$ cat src/rtl/stream_sink_pkg.sv
`timescale 1ns/1ps
package stream_sink_pkg;
  // strobes from control to datapath
  typedef struct packed {
    logic push;
    logic pop;
  } sink_strobe_t;
endpackage

$ cat src/rtl/sink_ctrl.sv
`timescale 1ns/1ps
module sink_ctrl
  import stream_sink_pkg::*;
#(
  parameter int DEPTH     = 5,
  parameter int RDY_LAT   = 2,
  parameter bit USE_VALID = 1'b1,
  localparam int CW = $clog2(DEPTH + 1)
) (
  input  logic         clk,
  input  logic         rstN,
  input  logic         inValid,
  output logic         inReady,
  input  logic         rdReq,
  input  logic         rdBlock,
  output logic         rdOk,
  output logic         rdStall,
  output sink_strobe_t strb
);
  logic [CW-1:0] count;
  logic allowed;
  logic vldEff;
  logic nonEmpty;

  // leave room for every beat still in flight
  assign inReady = int'(count) < (DEPTH - RDY_LAT);

  generate
    if (RDY_LAT == 0) begin : g_noLat
      assign allowed = inReady;
    end else begin : g_lat
      logic [RDY_LAT-1:0] hist;
      always_ff @(posedge clk or negedge rstN) begin
        if (!rstN) hist <= '0;
        else       hist <= (hist << 1) | RDY_LAT'(inReady);
      end
      assign allowed = hist[RDY_LAT-1];
    end
  endgenerate

  assign vldEff   = USE_VALID ? inValid : 1'b1;
  assign nonEmpty = count != '0;
  assign rdOk     = rdReq && nonEmpty;
  assign rdStall  = rdReq && rdBlock && !nonEmpty;
  assign strb.push = vldEff && allowed;
  assign strb.pop  = rdOk;

  always_ff @(posedge clk or negedge rstN) begin
    if (!rstN) count <= '0;
    else       count <= count + CW'(strb.push) - CW'(strb.pop);
  end

  a_r4_no_overflow: assert property (@(posedge clk) disable iff (!rstN)
    strb.push |-> (int'(count) < DEPTH || strb.pop));
  a_r6_no_underflow: assert property (@(posedge clk) disable iff (!rstN)
    strb.pop |-> count != '0);
  a_r5_push_visible: assert property (@(posedge clk) disable iff (!rstN)
    strb.push |=> count != '0);
  a_r7_stall_no_pop: assert property (@(posedge clk) disable iff (!rstN)
    rdStall |-> !strb.pop);
endmodule

$ cat src/rtl/sink_dpath.sv
`timescale 1ns/1ps
module sink_dpath
  import stream_sink_pkg::*;
#(
  parameter int DATA_W    = 32,
  parameter int SYM_W     = 8,
  parameter int DEPTH     = 5,
  parameter bit HI_FIRST  = 1'b0,
  parameter bit USE_PKT   = 1'b1,
  parameter bit USE_EMPTY = 1'b1,
  localparam int NSYM = DATA_W / SYM_W,
  localparam int EW   = (NSYM > 1) ? $clog2(NSYM) : 1,
  localparam int AW   = (DEPTH > 1) ? $clog2(DEPTH) : 1
) (
  input  logic              clk,
  input  logic              rstN,
  input  sink_strobe_t      strb,
  input  logic [DATA_W-1:0] inData,
  input  logic              inSop,
  input  logic              inEop,
  input  logic [EW-1:0]     inEmpty,
  output logic [DATA_W-1:0] rdData,
  output logic              rdSop,
  output logic              rdEop,
  output logic [EW-1:0]     rdEmpty,
  output logic [NSYM-1:0]   rdKeep
);
  logic [DATA_W-1:0] normData;
  logic [DATA_W-1:0] memData [DEPTH];
  logic              memSop  [DEPTH];
  logic              memEop  [DEPTH];
  logic [EW-1:0]     memEmpty[DEPTH];
  logic [AW-1:0]     wrPtr, rdPtr;

  // first symbol always lands in the low bits
  generate
    for (genvar k = 0; k < NSYM; k++) begin : g_sym
      localparam int SRC = HI_FIRST ? (NSYM - 1 - k) : k;
      assign normData[k*SYM_W +: SYM_W] = inData[SRC*SYM_W +: SYM_W];
    end
  endgenerate

  always_ff @(posedge clk) begin
    if (strb.push) begin
      memData[wrPtr]  <= normData;
      memSop[wrPtr]   <= USE_PKT ? inSop : 1'b0;
      memEop[wrPtr]   <= USE_PKT ? inEop : 1'b0;
      memEmpty[wrPtr] <= USE_EMPTY ? inEmpty : '0;
    end
  end

  always_ff @(posedge clk or negedge rstN) begin
    if (!rstN) begin
      wrPtr <= '0;
      rdPtr <= '0;
    end else begin
      if (strb.push) wrPtr <= (wrPtr == AW'(DEPTH - 1)) ? '0 : wrPtr + 1'b1;
      if (strb.pop)  rdPtr <= (rdPtr == AW'(DEPTH - 1)) ? '0 : rdPtr + 1'b1;
    end
  end

  assign rdData  = memData[rdPtr];
  assign rdSop   = memSop[rdPtr];
  assign rdEop   = memEop[rdPtr];
  assign rdEmpty = memEmpty[rdPtr];

  generate
    for (genvar k = 0; k < NSYM; k++) begin : g_keep
      assign rdKeep[k] = !rdEop || (k < NSYM - int'(rdEmpty));
    end
  endgenerate

  a_r9_keep_prefix: assert property (@(posedge clk) disable iff (!rstN)
    strb.pop |-> (rdKeep & (rdKeep + 1'b1)) == '0);
  a_r9_keep_full_mid: assert property (@(posedge clk) disable iff (!rstN)
    (strb.pop && !rdEop) |-> &rdKeep);
endmodule

$ cat src/rtl/stream_sink_adapter.sv
`timescale 1ns/1ps
module stream_sink_adapter
  import stream_sink_pkg::*;
#(
  parameter int DATA_W    = 32,
  parameter int SYM_W     = 8,
  parameter int RDY_LAT   = 2,
  parameter int BUF_WORDS = 2,
  parameter bit HI_FIRST  = 1'b0,
  parameter bit USE_PKT   = 1'b1,
  parameter bit USE_EMPTY = 1'b1,
  parameter bit USE_VALID = 1'b1,
  localparam int NSYM  = DATA_W / SYM_W,
  localparam int EW    = (NSYM > 1) ? $clog2(NSYM) : 1,
  localparam int DEPTH = RDY_LAT + 1 + BUF_WORDS
) (
  input  logic              clk,
  input  logic              rstN,
  input  logic              inValid,
  output logic              inReady,
  input  logic [DATA_W-1:0] inData,
  input  logic              inSop,
  input  logic              inEop,
  input  logic [EW-1:0]     inEmpty,
  input  logic              rdReq,
  input  logic              rdBlock,
  output logic              rdOk,
  output logic              rdStall,
  output logic [DATA_W-1:0] rdData,
  output logic              rdSop,
  output logic              rdEop,
  output logic [EW-1:0]     rdEmpty,
  output logic [NSYM-1:0]   rdKeep
);
  generate
    if (RDY_LAT < 0 || RDY_LAT > 8) begin : g_badLat
      $error("ready latency must lie in 0..8");
    end
    if (DATA_W % SYM_W != 0) begin : g_badSym
      $error("symbol width must divide data width");
    end
    if (USE_EMPTY && (!USE_PKT || NSYM < 2)) begin : g_badEmpty
      $error("empty needs packet mode and more than one symbol");
    end
    if (!USE_VALID && (RDY_LAT != 0 || BUF_WORDS != 0)) begin : g_badNoValid
      $error("valid-less mode needs zero latency and zero buffer");
    end
  endgenerate

  sink_strobe_t strb;

  sink_ctrl #(.DEPTH(DEPTH), .RDY_LAT(RDY_LAT), .USE_VALID(USE_VALID)) u_ctrl (
    .clk(clk), .rstN(rstN), .inValid(inValid), .inReady(inReady),
    .rdReq(rdReq), .rdBlock(rdBlock), .rdOk(rdOk), .rdStall(rdStall), .strb(strb)
  );

  sink_dpath #(.DATA_W(DATA_W), .SYM_W(SYM_W), .DEPTH(DEPTH), .HI_FIRST(HI_FIRST),
               .USE_PKT(USE_PKT), .USE_EMPTY(USE_EMPTY)) u_dpath (
    .clk(clk), .rstN(rstN), .strb(strb), .inData(inData), .inSop(inSop),
    .inEop(inEop), .inEmpty(inEmpty), .rdData(rdData), .rdSop(rdSop),
    .rdEop(rdEop), .rdEmpty(rdEmpty), .rdKeep(rdKeep)
  );
endmodule

$ cat config.mk
export PLATFORM = sky130hd
export DESIGN_NAME = stream_sink_adapter
export DESIGN_NICKNAME = d
export VERILOG_FILES = /design/src/rtl/stream_sink_pkg.sv /design/src/rtl/sink_ctrl.sv /design/src/rtl/sink_dpath.sv /design/src/rtl/stream_sink_adapter.sv
export SDC_FILE = /design/constraint.sdc
export NUM_CORES = 1
export LEC_CHECK = 0
export BUFFER_PORTS_ARGS = -buffer_cell sky130_fd_sc_hd__buf_4
export CORE_UTILIZATION = 40
export CTS_CLUSTER_DIAMETER = 40
export DETAILED_ROUTE_END_ITERATION = 12
export GPL_TIMING_DRIVEN = 0
export MAX_ROUTING_LAYER = met4
export PLACE_DENSITY = 0.69
export SETUP_SLACK_MARGIN = 0.4
export SYNTH_ARGS = -nofsm -noshare
export SYNTH_HDL_FRONTEND = slang
export SYNTH_SLANG_ARGS = --single-unit
$ cat constraint.sdc
create_clock -name clk -period 6.9 [get_ports clk]
set_input_delay 0.69 -clock clk [delete_from_list [all_inputs] [get_ports clk]]
set_output_delay 0.69 -clock clk [all_outputs]
set_load 0.05 [all_outputs]
==> Word level (Yosys, flattened, before mapping) <==
Memory sizes are Yosys's and may differ from the RTL's.
Cells that the tools add are included.
{ "totals": {"ff_bits": 11, "ramBits": 180, "inputBits": 41, "out_inout_bits": 43, "elab_cells": 36, "memories": 4} }
{ "classes": {"add_sub_neg": 5, "n_lt_le_gt_ge": 5, "n_eq_ne": 2, "n_mux": 4, "bitwise": 1, "reduce_logical": 11} }
{ "memory_table": {"columns": ["name", "words", "width", "rd", "rd_clocked_by_memory_dff", "wr", "line_no", "text"], "rows": [
  ["u_dpath.memData", 5, 32, 1, 0, 1, "sink_dpath.sv:29", "logic [DATA_W-1:0] memData [DEPTH];"],
  ["u_dpath.memEmpty", 5, 2, 1, 0, 1, "sink_dpath.sv:32", "logic [EW-1:0] memEmpty[DEPTH];"],
  ["u_dpath.memEop", 5, 1, 1, 0, 1, "sink_dpath.sv:31", "logic memEop [DEPTH];"],
  ["u_dpath.memSop", 5, 1, 1, 0, 1, "sink_dpath.sv:30", "logic memSop [DEPTH];"]
]} }
{ "ops": {"columns": ["cell", "n"], "rows": [
  ["3-bit by 32-bit less-than comparator with 1-bit output, first input constant", 2],
  ["1-bit by 32-bit less-than comparator with 1-bit output, first input constant", 1],
  ["2-bit by 32-bit less-than comparator with 1-bit output, first input constant", 1],
  ["3-bit by 1-bit adder with 3-bit output, second input constant", 2],
  ["3-bit equality test, second input constant", 2],
  ["3-bit two-way mux", 2],
  ["1-bit logical AND", 4],
  ["1-bit logical OR", 4],
  ["3-bit by 2-bit subtractor with 4-bit output, first input constant", 1],
  ["3-bit by 1-bit adder with 3-bit output", 1],
  ["3-bit by 2-bit less-than comparator with 1-bit output, second input constant", 1],
  ["3-bit nonzero test", 1],
  ["3-bit by 1-bit subtractor with 3-bit output", 1],
  ["1-bit zero test", 2],
  ["1-bit two-way mux", 2],
  ["2-bit by 1-bit bitwise OR with 2-bit output", 1]
]} }

==> Depth between registers and ports, before layout <==
An unclocked memory read counts as a cell.
{ "logic_depth": {"ltp_word": 4, "depth_mapped": 8, "ltp_nobuf": 8} }

==> By module <==
From an unflattened synthesis, not the netlist that was laid out.
{ "hier_totals": {"hier_cells": 337, "hier_area_um2": 7480.9} }
{ "modules_own_cells": {"columns": ["mod", "n_inst", "cells_each", "area_per_inst_um2", "seq_area_each_um2"], "rows": [
  ["sink_dpath", 1, 316, 7229.4, 5555.3],
  ["sink_ctrl", 1, 21, 251.5, 125.1]
]} }

==> Least setup slack after synthesis <==
No wires, ideal clock.
{ "synth_timing": {"kind": "input to register", "startpoint": "input port inValid", "endpoint": "memory u_dpath.memData[4][0], enable pin", "setup_ps": 532, "t_arrival_ps": 4631, "setup_slack_ps": 1737, "stages": 2, "path_cell_list": "nand2_1 > nor4b_1"} }
{ "synth_between": {"elab_chain_cells": 3} }
{ "synth_rtl": {"columns": ["item", "line_no", "text"], "rows": [
  ["from (decl)", "stream_sink_adapter.sv:19", "input logic inValid,"],
  ["1-bit logical AND", "sink_ctrl.sv:45", "assign strb.push = vldEff && allowed;"],
  ["1-bit two-way mux", "sink_dpath.sv:44", "if (strb.push) begin"],
  ["1-bit two-way mux (implied by the code)", "sink_dpath.sv:45", "memData[wrPtr] <= normData;"],
  ["to (decl)", "sink_dpath.sv:29", null]
]} }
No other way between the ends.

==> Final worst setup path <==
{ "layout_timing": {"startpoint": "register u_dpath.rdPtr[2]", "endpoint": "output port rdData[6]"} }
{ "layout_between": {"elab_chain_cells": 1} }
{ "layout_rtl": {"columns": ["item", "line_no", "text"], "rows": [
  ["from (decl)", "sink_dpath.sv:33", "logic [AW-1:0] wrPtr, rdPtr;"],
  ["from (signal assigned)", "sink_dpath.sv:58", "if (strb.pop) rdPtr <= (rdPtr == AW'(DEPTH - 1)) ? '0 : rdPtr + 1'b1;"],
  ["memory read 5 x 32 bit", null, null],
  ["to (decl)", "stream_sink_adapter.sv:29", "output logic [DATA_W-1:0] rdData,"]
]} }
No other way between the ends.

==> flow_summary.ini <==
[outcome]
status = complete, no violations

[placement]
globalplace.congestion = 0.705
dp_hpwl_microns = 9330
place_inst = 736
place_area_sq_um = 8520
pre_cts_ws_ns = 4.22
port_buffers = 82

[layout]
nets = 575
fill_cells = 1476
layout_common_cells = edfxtp_1, nand2_1, buf_4, mux4_2, clkbuf_16
syn2layout_area_growth_pct = 23.3
multi_input_area_sq_um = 1560
final_cell_area_sq_um = 9110
drive_gt1_frac = 0.345
final_common_cell = edfxtp_1
final_cells = 768
final-seq-area_sq_um = 5680
num_antenna_cells = 0

[sta]
finalCritPeriodShare = 0.412
grt_setup_unrepaired = false
period_needed_ns = 2.84
fmax_ghz = 0.352
fin_ws_ns = 4.06
slew_viol_final = 0
final.setup_skew_ns = 0.00629
final-hold-violation-count = 0
relSlewSlack = 0.410
setup_viol = 0
worstMarginPinSlew_ns = 0.878
hold_ws_ns = 0.0818

[synth]
synth_cell_types = 35
yosysSeqAreaShare = 0.769
syn_area_per_cell_sq_um = 18.2
synth.area.top_cells = edfxtp_1, mux4_2, nand2_1, dfrtp_1, ha_1
yosysWarningCount = 0
yosys_register_bits = 191
syn_area_sq_um = 7390
synth_cells = 406
synth_top_area_frac = 0.731
yosysTopAreaCell = edfxtp_1
syn_nets = 455

[setup_path]
cp_slowest_cell = buf_1
critPathArrivalTime_ns = 2.15
max_stage_delay_ns = 0.48
worstPathCellList = inv_1, buf_2, buf_1, nand2_1, nand2_1, buf_4
critPathMostFrequentCell = nand2_1
cp-start-kind = flip-flop
critPathCaptureType = output port
worstPathMaxFanout = 10
crit_type = flip-flop to output port
required_ns = 6.21

[global_routing]
grt_remaining_overflow = 0
track_usage = 0.167
grt_start_max_net_pins = 21
grt_pass1_vias = 3914
antenna_found_initial = 0
grt_pass1_wl_microns = 21500

[die]
ios = 84
start_util = 0.410
core_area_sq_um = 18000
dieArea_sq_um = 19000
rows = 49
die_h_microns = 138
die_x_microns = 138

[detailed_routing]
drcViolationCount = 0
drt_iter0_drc = 165
ant_nets = 0
wl_per_cell_microns = 18.2
num_vias = 3757
wl_microns = 14000
drtPass1Iterations = 4
viasPerCell = 4.89

[cts]
htree_levels = 4
holdBufCountCts = 0
cts_root_buf = clkbuf_16
clk_latency_ns = 0.43
cts_made_buffers = 17
numClockSinks = 191
clk_pin_slew_ns = 0.07
clk_path_buf_depth = 2
post_cts_resized = 0
cts_setup_buffers = 0
cts_tree = yes

[job]
maxCapViolCount = 0

[pwr]
p_leak_nw = 3.34
power.total_mw = 4.42
power.density_nw_per_um2 = 485
ir_worst_vdd_mv = 0.426

[hold_path]
hp-class = primary input to asynchronous set/reset pin
-- path summary, 6_finish.rpt --
check                                      from                     to  slack [ns]  depth (start not counted)
max in group asynchronous                  rstN       u_dpath.wrPtr[1]        6.67                          1
hold / removal                             rstN        u_ctrl.count[1]        0.08                          1
setup / recovery               u_dpath.rdPtr[2]              rdData[6]        4.06                          6
setup reg to reg           u_ctrl.g_lat.hist[1]  u_dpath.memData[4][7]        4.70                          6
min in group clk           u_ctrl.g_lat.hist[0]   u_ctrl.g_lat.hist[1]        0.35                          0
hold reg to reg            u_ctrl.g_lat.hist[0]   u_ctrl.g_lat.hist[1]        0.35                          0
-- registers in the layout, summed over array words and instances, names as in the netlist --
register,cells
u_ctrl.count,3
u_dpath.memEop,5
u_dpath.wrPtr,3
u_ctrl.g_lat.hist,2
u_dpath.memEmpty,10
u_dpath.memData,160
u_dpath.rdPtr,3
u_dpath.memSop,5
-- cell families (layout without fill, tap and decap cells) --
| family | count (synthesis) | count (layout) | synth area share |
|---|---|---|---|
| muxes | 39 | 39 | 0.109 |
| other | 1 | 1 | 0.000507 |
| adders and majority gates | 8 | 8 | 0.0146 |
| xor gates and xnor gates | 1 | 1 | 0.00119 |
| and+or+nand+nor | 122 | 122 | 0.0657 |
| DFF | 191 | 191 | 0.769 |
| buffers and inverters | 28 | 161 | 0.0247 |
| AOI/OAI and AO/OA | 16 | 16 | 0.0156 |
-- metrics by stage --
stage | utilization | TNS, ns
after global routing | 0.505 | 0
final | 0.505 | 0
after floorplan | - | 0
after CTS | 0.505 | 0
after detailed placement | 0.473 | 0
after global placement | 0.460 | -126.50
-- cells in the mapped netlist --
cell type	n
nand2b_1	2
a21oi_1	2
or3_1	1
nor2_1	5
mux2i_1	3
buf_2	5
mux4_2	33
o21ai_1	1
edfxtp_1	180
buf_1	3
nor4_1	2
a2111oi_2	1
mux2_2	3
nor3_1	1
and3_1	1
a31oi_2	1
nand2_1	105
nor4b_1	1
fa_1	1
ha_1	7
a22o_1	1
a311oi_2	1
inv_1	10
buf_12	3
nor2b_1	1
clkbuf_1	3
buf_4	2
nand3_1	3
o22ai_1	2
dfrtp_1	11
xor2_1	1
buf_6	2
conb_1	1
o21ai_0	6
a31oi_1	1
-- critical path, delay by kind of cell (launching register included) --
kind	cells	cell delay, ns
simple gates	2	0.28
buf+inv	4	1.06
flops	1	0.39
-- routing by layer --
layer	wire length [microns]	up-vias	global-route usage	share of wire
li1	-	1782	-	-
met4	198	0	0.0688	0.014
met3	478	14	0.0336	0.034
met1	6100	1880	0.204	0.44
met5	0	-	-	0
met2	7220	81	0.271	0.52
-- power breakdown --
group          internal, mW  switching (mW)  leakage (nW)
Sequential             1.42          0.0523          1.76
Clock                 0.571           0.411         0.294
Combinational         0.671            1.30          1.29
Total                  2.66            1.76          3.34
-- final cells by class --
type | count | area share
clock buffer | 18 | 0.0471
clock inverter | 14 | 0.0181
tap | 229 | 0.0314
multi-input combinational | 187 | 0.171
sequential | 191 | 0.623
buffer | 18 | 0.0159
timing repair buffer | 101 | 0.0884
inverter | 10 | 0.00412
Power figures use the tool's default switching activity.
